**config.mk**
```make
export PLATFORM = sky130hd
export DESIGN_NAME = mem_perm_filter
export DESIGN_NICKNAME = d
export VERILOG_FILES = /design/src/rtl/mpf_pkg.sv /design/src/rtl/mpf_region_match.sv /design/src/rtl/mpf_perm_select.sv /design/src/rtl/mpf_resolve.sv /design/src/rtl/mem_perm_filter.sv
export SDC_FILE = /design/constraint.sdc
export NUM_CORES = 1
export LEC_CHECK = 0
export BUFFER_PORTS_ARGS = -buffer_cell sky130_fd_sc_hd__buf_2
export CORE_MARGIN = 2
export CORE_UTILIZATION = 30
export CTS_BUF_LIST = sky130_fd_sc_hd__clkbuf_16
export DETAILED_ROUTE_END_ITERATION = 8
export SETUP_SLACK_MARGIN = 0.5
export SLEW_MARGIN = 5
export SYNTH_ARGS = -nofsm -noshare
export SYNTH_HDL_FRONTEND = slang
export SYNTH_HIERARCHICAL = 1
export SYNTH_SLANG_ARGS = --single-unit
```
**constraint.sdc**
```tcl
create_clock -name clk -period 3.2 [get_ports clk]
set_input_delay 0.48 -clock clk [delete_from_list [all_inputs] [get_ports clk]]
set_output_delay 0.48 -clock clk [all_outputs]
set_load 0.01 [all_outputs]
```
**src/rtl/mpf_pkg.sv**
```systemverilog
package mpf_pkg;

   typedef enum logic [1:0] {
      KIND_READ  = 2'd0,
      KIND_WRITE = 2'd1,
      KIND_EXEC  = 2'd2,
      KIND_RSVD  = 2'd3
   } acc_kind_e;

   // permission bit positions inside a policy word
   localparam int unsigned PB_RD_USER = 0;
   localparam int unsigned PB_WR_USER = 1;
   localparam int unsigned PB_EX_USER = 2;
   localparam int unsigned PB_RD_SUP  = 3;
   localparam int unsigned PB_WR_SUP  = 4;
   localparam int unsigned PB_EX_SUP  = 5;
   localparam int unsigned PB_COUNT   = 6;

   typedef enum logic {
      RES_FIRST     = 1'b0,
      RES_UNANIMOUS = 1'b1
   } res_mode_e;

endpackage

```
**src/rtl/mpf_region_match.sv**
```systemverilog
module mpf_region_match #(
   parameter int unsigned ADDR_W = 16
) (
   input  logic [ADDR_W-1:0] addr,
   input  logic [ADDR_W-1:0] base,
   input  logic [ADDR_W-1:0] size,
   input  logic              en,
   output logic              hit
);
   localparam int unsigned EXT_W = ADDR_W + 1;

   logic [EXT_W-1:0] limit_ext;
   logic [EXT_W-1:0] addr_ext;
   logic             above_base;
   logic             below_limit;

   // one extra bit keeps a window touching the top of the space from wrapping
   assign limit_ext   = {1'b0, base} + {1'b0, size};
   assign addr_ext    = {1'b0, addr};
   assign above_base  = (addr >= base);
   assign below_limit = (addr_ext < limit_ext);
   assign hit         = en & above_base & below_limit;

endmodule

```
**src/rtl/mpf_perm_select.sv**
```systemverilog
module mpf_perm_select
   import mpf_pkg::*;
#(
   parameter int unsigned POL_W = 32
) (
   input  logic [POL_W-1:0] policy,
   input  logic             priv,
   input  acc_kind_e        kind,
   output logic             allow
);
   logic [2:0] user_bits;
   logic [2:0] sup_bits;
   logic [2:0] level_bits;

   assign user_bits  = {policy[PB_EX_USER], policy[PB_WR_USER], policy[PB_RD_USER]};
   assign sup_bits   = {policy[PB_EX_SUP],  policy[PB_WR_SUP],  policy[PB_RD_SUP]};
   assign level_bits = priv ? sup_bits : user_bits;

   always_comb begin
      unique case (kind)
         KIND_READ:  allow = level_bits[0];
         KIND_WRITE: allow = level_bits[1];
         KIND_EXEC:  allow = level_bits[2];
         default:    allow = 1'b0;
      endcase
   end

   generate
      if (POL_W > PB_COUNT) begin : g_spare
         logic unused_spare;
         assign unused_spare = ^policy[POL_W-1:PB_COUNT];
      end
   endgenerate

endmodule

```
**src/rtl/mpf_resolve.sv**
```systemverilog
module mpf_resolve #(
   parameter int unsigned NUM_RGN      = 3,
   parameter int unsigned ID_W         = 2,
   parameter bit          HAS_ALL_MODE = 1'b1
) (
   input  logic [NUM_RGN-1:0] hit,
   input  logic [NUM_RGN-1:0] allow,
   input  logic               all_mode,
   output logic               grant,
   output logic [ID_W-1:0]    win_id
);
   localparam logic [ID_W-1:0] NONE_ID = {ID_W{1'b1}};

   logic [NUM_RGN-1:0] refuse_vec;
   logic [ID_W-1:0]    first_hit;
   logic [ID_W-1:0]    first_refuse;
   logic               any_hit;
   logic               any_refuse;
   logic               first_grant;
   logic [ID_W-1:0]    first_id;

   assign refuse_vec = hit & ~allow;
   assign any_hit    = |hit;
   assign any_refuse = |refuse_vec;

   // scan from the top so the lowest index is left standing
   always_comb begin
      first_hit    = NONE_ID;
      first_refuse = NONE_ID;
      for (int i = NUM_RGN - 1; i >= 0; i--) begin
         if (hit[i])        first_hit    = ID_W'(i);
         if (refuse_vec[i]) first_refuse = ID_W'(i);
      end
   end

   always_comb begin
      first_grant = 1'b0;
      for (int i = NUM_RGN - 1; i >= 0; i--) begin
         if (hit[i]) first_grant = allow[i];
      end
      first_id = first_hit;
   end

   generate
      if (HAS_ALL_MODE) begin : g_both
         logic all_grant;
         logic [ID_W-1:0] all_id;
         assign all_grant = any_hit & ~any_refuse;
         assign all_id    = any_refuse ? first_refuse : first_hit;
         assign grant     = all_mode ? all_grant : first_grant;
         assign win_id    = all_mode ? all_id    : first_id;
      end else begin : g_first_only
         logic unused_mode;
         assign unused_mode = all_mode ^ any_refuse ^ (^first_refuse);
         assign grant       = first_grant;
         assign win_id      = first_id;
      end
   endgenerate

endmodule

```
**src/rtl/mem_perm_filter.sv**
```systemverilog
module mem_perm_filter
   import mpf_pkg::*;
#(
   parameter int unsigned ADDR_W       = 16,
   parameter int unsigned NUM_RGN      = 3,
   parameter int unsigned POL_W        = 32,
   parameter bit          HAS_ALL_MODE = 1'b1,
   parameter int unsigned ID_W         = $clog2(NUM_RGN + 1)
) (
   input  logic                       clk,
   input  logic                       rst_n,
   input  logic                       req_valid,
   input  logic [ADDR_W-1:0]          req_addr,
   input  logic                       req_priv,
   input  logic [1:0]                 req_kind,
   input  logic                       mode_wr_en,
   input  logic                       mode_wr_val,
   input  logic                       mode_wr_priv,
   input  logic [NUM_RGN-1:0]         rgn_en,
   input  logic [NUM_RGN*ADDR_W-1:0]  rgn_base,
   input  logic [NUM_RGN*ADDR_W-1:0]  rgn_size,
   input  logic [NUM_RGN*POL_W-1:0]   rgn_policy,
   output logic                       rsp_valid,
   output logic                       rsp_grant,
   output logic                       rsp_fault,
   output logic [ID_W-1:0]            rsp_region,
   output logic [1:0]                 flt_kind,
   output logic                       flt_priv
);
   localparam logic [ID_W-1:0] NONE_ID = {ID_W{1'b1}};

   // elaboration-time parameter checks
   generate
      if (ADDR_W < 2) begin : g_bad_addr
         $error("mem_perm_filter: ADDR_W must be at least 2");
      end
      if (NUM_RGN < 1) begin : g_bad_rgn
         $error("mem_perm_filter: NUM_RGN must be at least 1");
      end
      if ((2 ** ID_W) - 1 < NUM_RGN) begin : g_bad_id
         $error("mem_perm_filter: ID_W too narrow to keep a no-match code");
      end
      if (POL_W < PB_COUNT) begin : g_bad_pol
         $error("mem_perm_filter: POL_W must hold all permission bits");
      end
   endgenerate

   logic               mode_q;
   logic [NUM_RGN-1:0] hit;
   logic [NUM_RGN-1:0] allow;
   logic               grant_d;
   logic [ID_W-1:0]    win_d;
   acc_kind_e          kind;

   assign kind = acc_kind_e'(req_kind);

   // overlap mode bit, writable by privileged software only
   generate
      if (HAS_ALL_MODE) begin : g_mode_reg
         always_ff @(posedge clk or negedge rst_n) begin
            if (!rst_n) begin
               mode_q <= RES_FIRST;
            end else if (mode_wr_en && mode_wr_priv) begin
               mode_q <= mode_wr_val;
            end
         end
      end else begin : g_mode_fixed
         logic unused_mode_wr;
         assign unused_mode_wr = mode_wr_en ^ mode_wr_val ^ mode_wr_priv;
         assign mode_q         = RES_FIRST;
      end
   endgenerate

   // one comparator and one policy selector per window
   generate
      for (genvar g = 0; g < NUM_RGN; g++) begin : g_rgn
         mpf_region_match #(
            .ADDR_W (ADDR_W)
         ) i_match (
            .addr (req_addr),
            .base (rgn_base[g*ADDR_W +: ADDR_W]),
            .size (rgn_size[g*ADDR_W +: ADDR_W]),
            .en   (rgn_en[g]),
            .hit  (hit[g])
         );

         mpf_perm_select #(
            .POL_W (POL_W)
         ) i_perm (
            .policy (rgn_policy[g*POL_W +: POL_W]),
            .priv   (req_priv),
            .kind   (kind),
            .allow  (allow[g])
         );
      end
   endgenerate

   mpf_resolve #(
      .NUM_RGN      (NUM_RGN),
      .ID_W         (ID_W),
      .HAS_ALL_MODE (HAS_ALL_MODE)
   ) i_resolve (
      .hit      (hit),
      .allow    (allow),
      .all_mode (mode_q),
      .grant    (grant_d),
      .win_id   (win_d)
   );

   // registered verdict
   always_ff @(posedge clk or negedge rst_n) begin
      if (!rst_n) begin
         rsp_valid  <= 1'b0;
         rsp_grant  <= 1'b0;
         rsp_fault  <= 1'b0;
         rsp_region <= NONE_ID;
         flt_kind   <= 2'd0;
         flt_priv   <= 1'b0;
      end else begin
         rsp_valid  <= req_valid;
         rsp_grant  <= req_valid & grant_d;
         rsp_fault  <= req_valid & ~grant_d;
         rsp_region <= req_valid ? win_d : NONE_ID;
         flt_kind   <= (req_valid && !grant_d) ? req_kind : 2'd0;
         flt_priv   <= req_valid & ~grant_d & req_priv;
      end
   end

endmodule

```
== Word-level counts from Yosys, hierarchy flattened ==
Cells that the tools add are included.

* Order comparisons: 6
* Reduce and logical (&&, ||, !) cells: 6
* Bitwise gates (word level): 14
* Equality and inequality tests: 2
* Add/sub/neg operators: 3
* Muxes and demuxes: 20

{| class="wikitable"
|+ Operators with widths
! cell !! number
|-
| 16-bit by 16-bit adder with 17-bit output || 3
|-
| 16-bit by 17-bit < comparator with 1-bit output || 3
|-
| 16-bit greater-or-equal comparator || 3
|-
| 2-bit two-way mux || 8
|-
| 1-bit bitwise AND || 10
|-
| 3-bit two-way mux || 3
|-
| 1-bit case mux with 3 select lines || 3
|-
| 1-bit two-way mux || 6
|-
| 3-bit OR reduction || 2
|-
| 3-bit bitwise AND || 1
|-
| 3-bit NOT || 1
|-
| 2-bit by 1-bit equality test with 1-bit output, second input constant || 1
|-
| 2-bit equality test, second input constant || 1
|-
| 1-bit logical AND || 2
|-
| 2-bit logical NOT || 1
|-
| 1-bit NOT || 2
|-
| 1-bit logical NOT || 1
|}

* Input port bits: 220
* Flip-flop bits (word level): 9
* Output and inout port bits: 8

== Longest topological paths before layout ==
* Word-level depth: 11
* Depth in mapped cells: 18
* Depth with buffers taken out: 18

== By module ==
The synthesis kept the hierarchy.

{| class="wikitable"
|+ By module, submodules not included
! module !! area an instance (µm²) !! cells an instance !! times used
|-
| mpf_region_match || 1485.2 || 193 || 3
|-
| mem_perm_filter || 300.3 || 18 || 1
|-
| mpf_perm_select || 51.3 || 5 || 3
|-
| mpf_resolve || 108.9 || 16 || 1
|}

== Least setup slack after synthesis ==
No wires, ideal clock.

* Path type: input-to-reg
* Start point: input rgn_base[0]
* End point: register flt_kind[0]
* Slack: -0.933 ns
* Setup time: 0.119 ns
* Arrival time: 4.014 ns
* Stages: 16
* Path buffers: 0
* Data required time: 3.081 ns
* Path through: ha_1 fa_1 a211o_1 a2111oi_4 o211ai_2 and2_2 xnor2_1 ha_1 o21a_1 o211ai_1 o21ai_0 a32oi_1 o311ai_0 a211oi_1 nor2b_4 and2_1

* Longest elaborated chain between the ends: 11
* Elaborated cells on any way between the ends: 15
* Those cells by class: 1 x add/sub; 2 x order compare; 3 x mux; 5 x bitwise; 4 x reduce/logical

{| class="wikitable"
|+ Ends and longest elaborated chain
! what !! line !! source
|-
| start: declaration || mem_perm_filter.sv:20 || <nowiki>input logic [NUM_RGN*ADDR_W-1:0] rgn_base,</nowiki>
|-
| 16-bit by 16-bit adder with 17-bit output / 16-bit greater-or-equal comparator (equally long branches) || mpf_region_match.sv:18, mpf_region_match.sv:20 ||
|-
| 16-bit by 17-bit < comparator with 1-bit output / 1-bit bitwise AND (equally long branches) || mpf_region_match.sv:21, mpf_region_match.sv:22 ||
|-
| 1-bit bitwise AND (*) || mpf_region_match.sv:22 || <nowiki>assign hit = en & above_base & below_limit;</nowiki>
|-
| net hit[0] || mem_perm_filter.sv:49 || <nowiki>logic [NUM_RGN-1:0] hit;</nowiki>
|-
| 3-bit bitwise AND || mpf_resolve.sv:22 || <nowiki>assign refuse_vec = hit & ~allow;</nowiki>
|-
| 3-bit OR reduction || mpf_resolve.sv:24 || <nowiki>assign any_refuse = |refuse_vec;</nowiki>
|-
| 1-bit NOT || mpf_resolve.sv:48 || <nowiki>assign all_grant = any_hit & ~any_refuse;</nowiki>
|-
| 1-bit bitwise AND || mpf_resolve.sv:48 ||
|-
| 1-bit two-way mux (*) || mpf_resolve.sv:50 || <nowiki>assign grant = all_mode ? all_grant : first_grant;</nowiki>
|-
| net grant_d || mem_perm_filter.sv:51 || <nowiki>logic grant_d;</nowiki>
|-
| 1-bit logical NOT (*) || mem_perm_filter.sv:124 || <nowiki>flt_kind <= (req_valid && !grant_d) ? req_kind : 2'd0;</nowiki>
|-
| 1-bit logical AND (*) || mem_perm_filter.sv:124 ||
|-
| 2-bit two-way mux (*) || mem_perm_filter.sv:124 ||
|-
| end signal: assignment || mem_perm_filter.sv:124 ||
|-
| end: declaration || mem_perm_filter.sv:27 || <nowiki>output logic [1:0] flt_kind,</nowiki>
|}

Mark *: on every way through the listed nets, which the timed path passes. The rest lies on a longest branch.
A chain may end at the register's enable or synchronous reset.

== Final worst setup path ==
* Start point: input rgn_base[16]
* End point: register flt_kind[1]

The elaborated chain is that of the path after synthesis.

==> summary.txt <==
RR Endpoint: rsp_region[0]$_DFF_PN1_
Yosys warns: 6
DPL Wire Length: 13.2 mm
Die W: 133 µm
CP delay by family, top: compound AO/OA/AOI/OAI gates
Async SR Flop Fraction: 100%
Critical path's slowest cell: a2111oi_1
Leakage power figure: 0.00400 µW
Placeable core region: 16500 µm²
Yosys cell types: 49
Cell area after layout: 7500 µm²
First-pass GRT wire length: 24.7 mm
Tmin final: 3930 ps
Post-synthesis sequential area ratio: 4.54%
Unrepaired setup endpoints after global routing: yes
Power Total: 1740 µW
Initial antenna violation count: 0
Fin util: 45.5%
# fillers: 1660
Number of enable flip-flop cells after synthesis: 0
Reg clk slew, reported paths: 40 ps
Pre-antenna DRT Iters: 5
R2r worst-path depth: 4
Clk Latency, worst-skew pair: 240 ps
Period utilisation layout: 123%
# diodes: 0
Clock skew: 0.407 ps
Critical Path Sink: flt_kind[1]$_DFF_PN0_
Post-synthesis average cell area: 7.99 µm²
Clk buf depth: 2
Worst-Margin Slew: 427 ps
DP Area: 7170 µm²
Via count: 5584
CP Max Fanout: 4
Total GRT Usage: 16.4%
Buf/Inv on CP: 3
Commonest non-fill, non-tap cell in the layout: buf_4
Starting Density: 30.5%
Status: finished, violations left
Net count after synthesis: 992
Drt wl/cell: 12.8 µm
Critical path type: input port to flip-flop
Most frequent cells in the layout: buf_4 (151), buf_2 (145), ha_1 (136)
CTS tree: built
Count of pins over their slew limit: 0
NumNets Final: 1299
Row Count: 47
Crit-path cells: buf_8 > ha_4 > fa_2 > buf_4 > a21o_2 > a211o_1 > nand2_1 > ha_1 > a21o_1 > a2111oi_1 > o21ai_1 > a21oi_2 > o21ai_1 > a32oi_2 > buf_4 > o311ai_4 > a211oi_2 > nor2b_4 > and2_4
Endpoints failing hold: 0
Setup crit start: rgn_base[16]
Max Freq: 255 MHz
Largest net degree at the start of global routing: 10
GR Overflow Total: 0
DRT iter0 DRCs: 132
Detail Route Antenna Nets: 0
CTS Root Buffer Type: clkbuf_16
Die Span Y: 133 µm
Routability Congestion: 0.900
Mapped Cells: 628
Startpoint types: input port
CTS sink cnt: 9
R2r setup slk: 1970 ps
Maximum vdd drop: 143 µV
DP Worst Slack: -1160 ps
DRC Markers: 0
Multi-input logic area: 4740 µm²
Clock buffer count from CTS: 3
Synth Register Bits: 9
Setup crit end kind: flip-flop
Layout area overhead: 49.4%
CTS hold repair buffers: 0
Port-buffer cells: 149
Slew margin rel.: 71.6%
Register area: 228 µm²
Primary FF master, synth: dfrtp_1
Reg2Reg Launch Point: mode_q$_DFFE_PN0P_
Worst hold-check path type: input port to asynchronous set/reset pin
H-tree levels: 1
Synthesized cell area: 5020 µm²
PwrDens: 232 nW/µm²
# IOs: 228
Worst setup slack after layout: -729 ps
Share of cells above drive strength 1: 38.8%
Stages on worst setup path: 19
Slowest stage delay, CP: 380 ps
Critical Path AT: 4060 ps
Violated checks: negative setup slack
Max-Cap Viols: 0
Routed vias/inst: 4.84
Final WL: 14.8 mm
Die ar.: 17800 µm²
Setup violations, final: 7
CP Data Required Time: 3330 ps
Vias in the first global route: 5544
timing repair:
action | 4_1_cts | 5_1_grt
pin swaps | 36 | 8
resized for setup | 35 | 20
setup buffers | 6 | 5
setup endpoints to repair | 7 | 7
stage by stage:
| stage | hold WS [ps] | setup TNS (ps) | std cells |
|---|---|---|---|
| 3_3_place_gp | 332 | -7010 | 1139 |
| 5_1_grt | 95.6 | -5740 | 1154 |
| 6_report | 83.8 | -4590 | 1154 |
| 3_5_place_dp | 335 | -7360 | 1139 |
| 2_1_floorplan | 184 | -3920 | 628 |
| 4_1_cts | 87.7 | -4450 | 1149 |
metal layers:
layer	global-route usage (%)	vias to the layer above	wire length, µm
met2	30.0	96	7140
li1	-	2986	-
met5	0	-	0
met1	22.0	2490	7050
met4	1.60	0	140
met3	0.951	12	487
cells in the mapped netlist (all sizes together), types with 4 or more instances:
library cell  count  area (µm²)
a2111oi           7         124
nand2            22        82.6
nor2             29         109
nor2b             8        57.6
a21boi            6        45.0
a211o             6        52.6
ha              141        1760
xnor2            15         131
o211ai            9        82.6
or4               9        67.6
o311ai            4        35.0
inv              66         248
nor3              9        45.0
nor4              6        37.5
a31oi             9        56.3
and2              7        47.5
xor2             21         184
or2b              6        45.0
nand3            12        60.1
nand2b           19         119
o21ai            45         225
and3              6        37.5
a21oi            64         332
nand4             9        56.3
o21a             12        90.1
o21bai            6        45.0
dfrtp             7         175
a21o             27         206
a211oi           10        75.1
how the worst min path moves through the flow:
stage,from,end,slack [ps],cells after the start
after floorplan,rst_n,flt_kind[0]$_DFF_PN0_,180,0
after global placement,rst_n,mode_q$_DFFE_PN0P_,330,1
after detailed placement,rst_n,mode_q$_DFFE_PN0P_,340,1
after CTS,rst_n,rsp_fault$_DFF_PN0_,90,1
after global routing,rst_n,rsp_valid$_DFF_PN0_,100,1
final,rst_n,rsp_valid$_DFF_PN0_,80,1
final cells by class:
type                    instances  share of cell area, %
multi-input cells             553                   63.1
clock buffers                   3                   1.00
flip-flops and latches          9                   3.04
well taps                     220                   3.67
repair buffers                302                   25.8
inverters                      66                   3.30
clock inverters                 1                 0.0501
state kept, by name (all words and copies together) (netlist names):
name and cells:
flt_kind 2, rsp_region 2, rsp_valid 1, rsp_grant 1, flt_priv 1, mode_q 1
rsp_fault 1
power by group:
| group | total, µW | internal, µW | leakage (µW) | switching (µW) |
|---|---|---|---|---|
| combinational | 1380 | 725 | 0.00385 | 658 |
| clock | 217 | 163 | 0.0000423 | 54.1 |
| sequential | 138 | 130 | 0.000110 | 7.50 |
cells by family (layout without fill, tap and decap cells):
logic type / Yosys count / after routing / share of synthesized area, %
XOR/XNOR: 36 / 36 / 6.28
flip-flops: 9 / 9 / 4.54
AND/OR/NAND/NOR: 147 / 147 / 16.0
adder cells (fa/ha/maj): 144 / 144 / 36.4
AO/OA/AOI/OAI: 219 / 219 / 29.7
buffers and inverters: 66 / 372 / 4.94
multiplexers: 7 / 7 / 2.24
No activity file was read; power rests on OpenSTA's default activity.
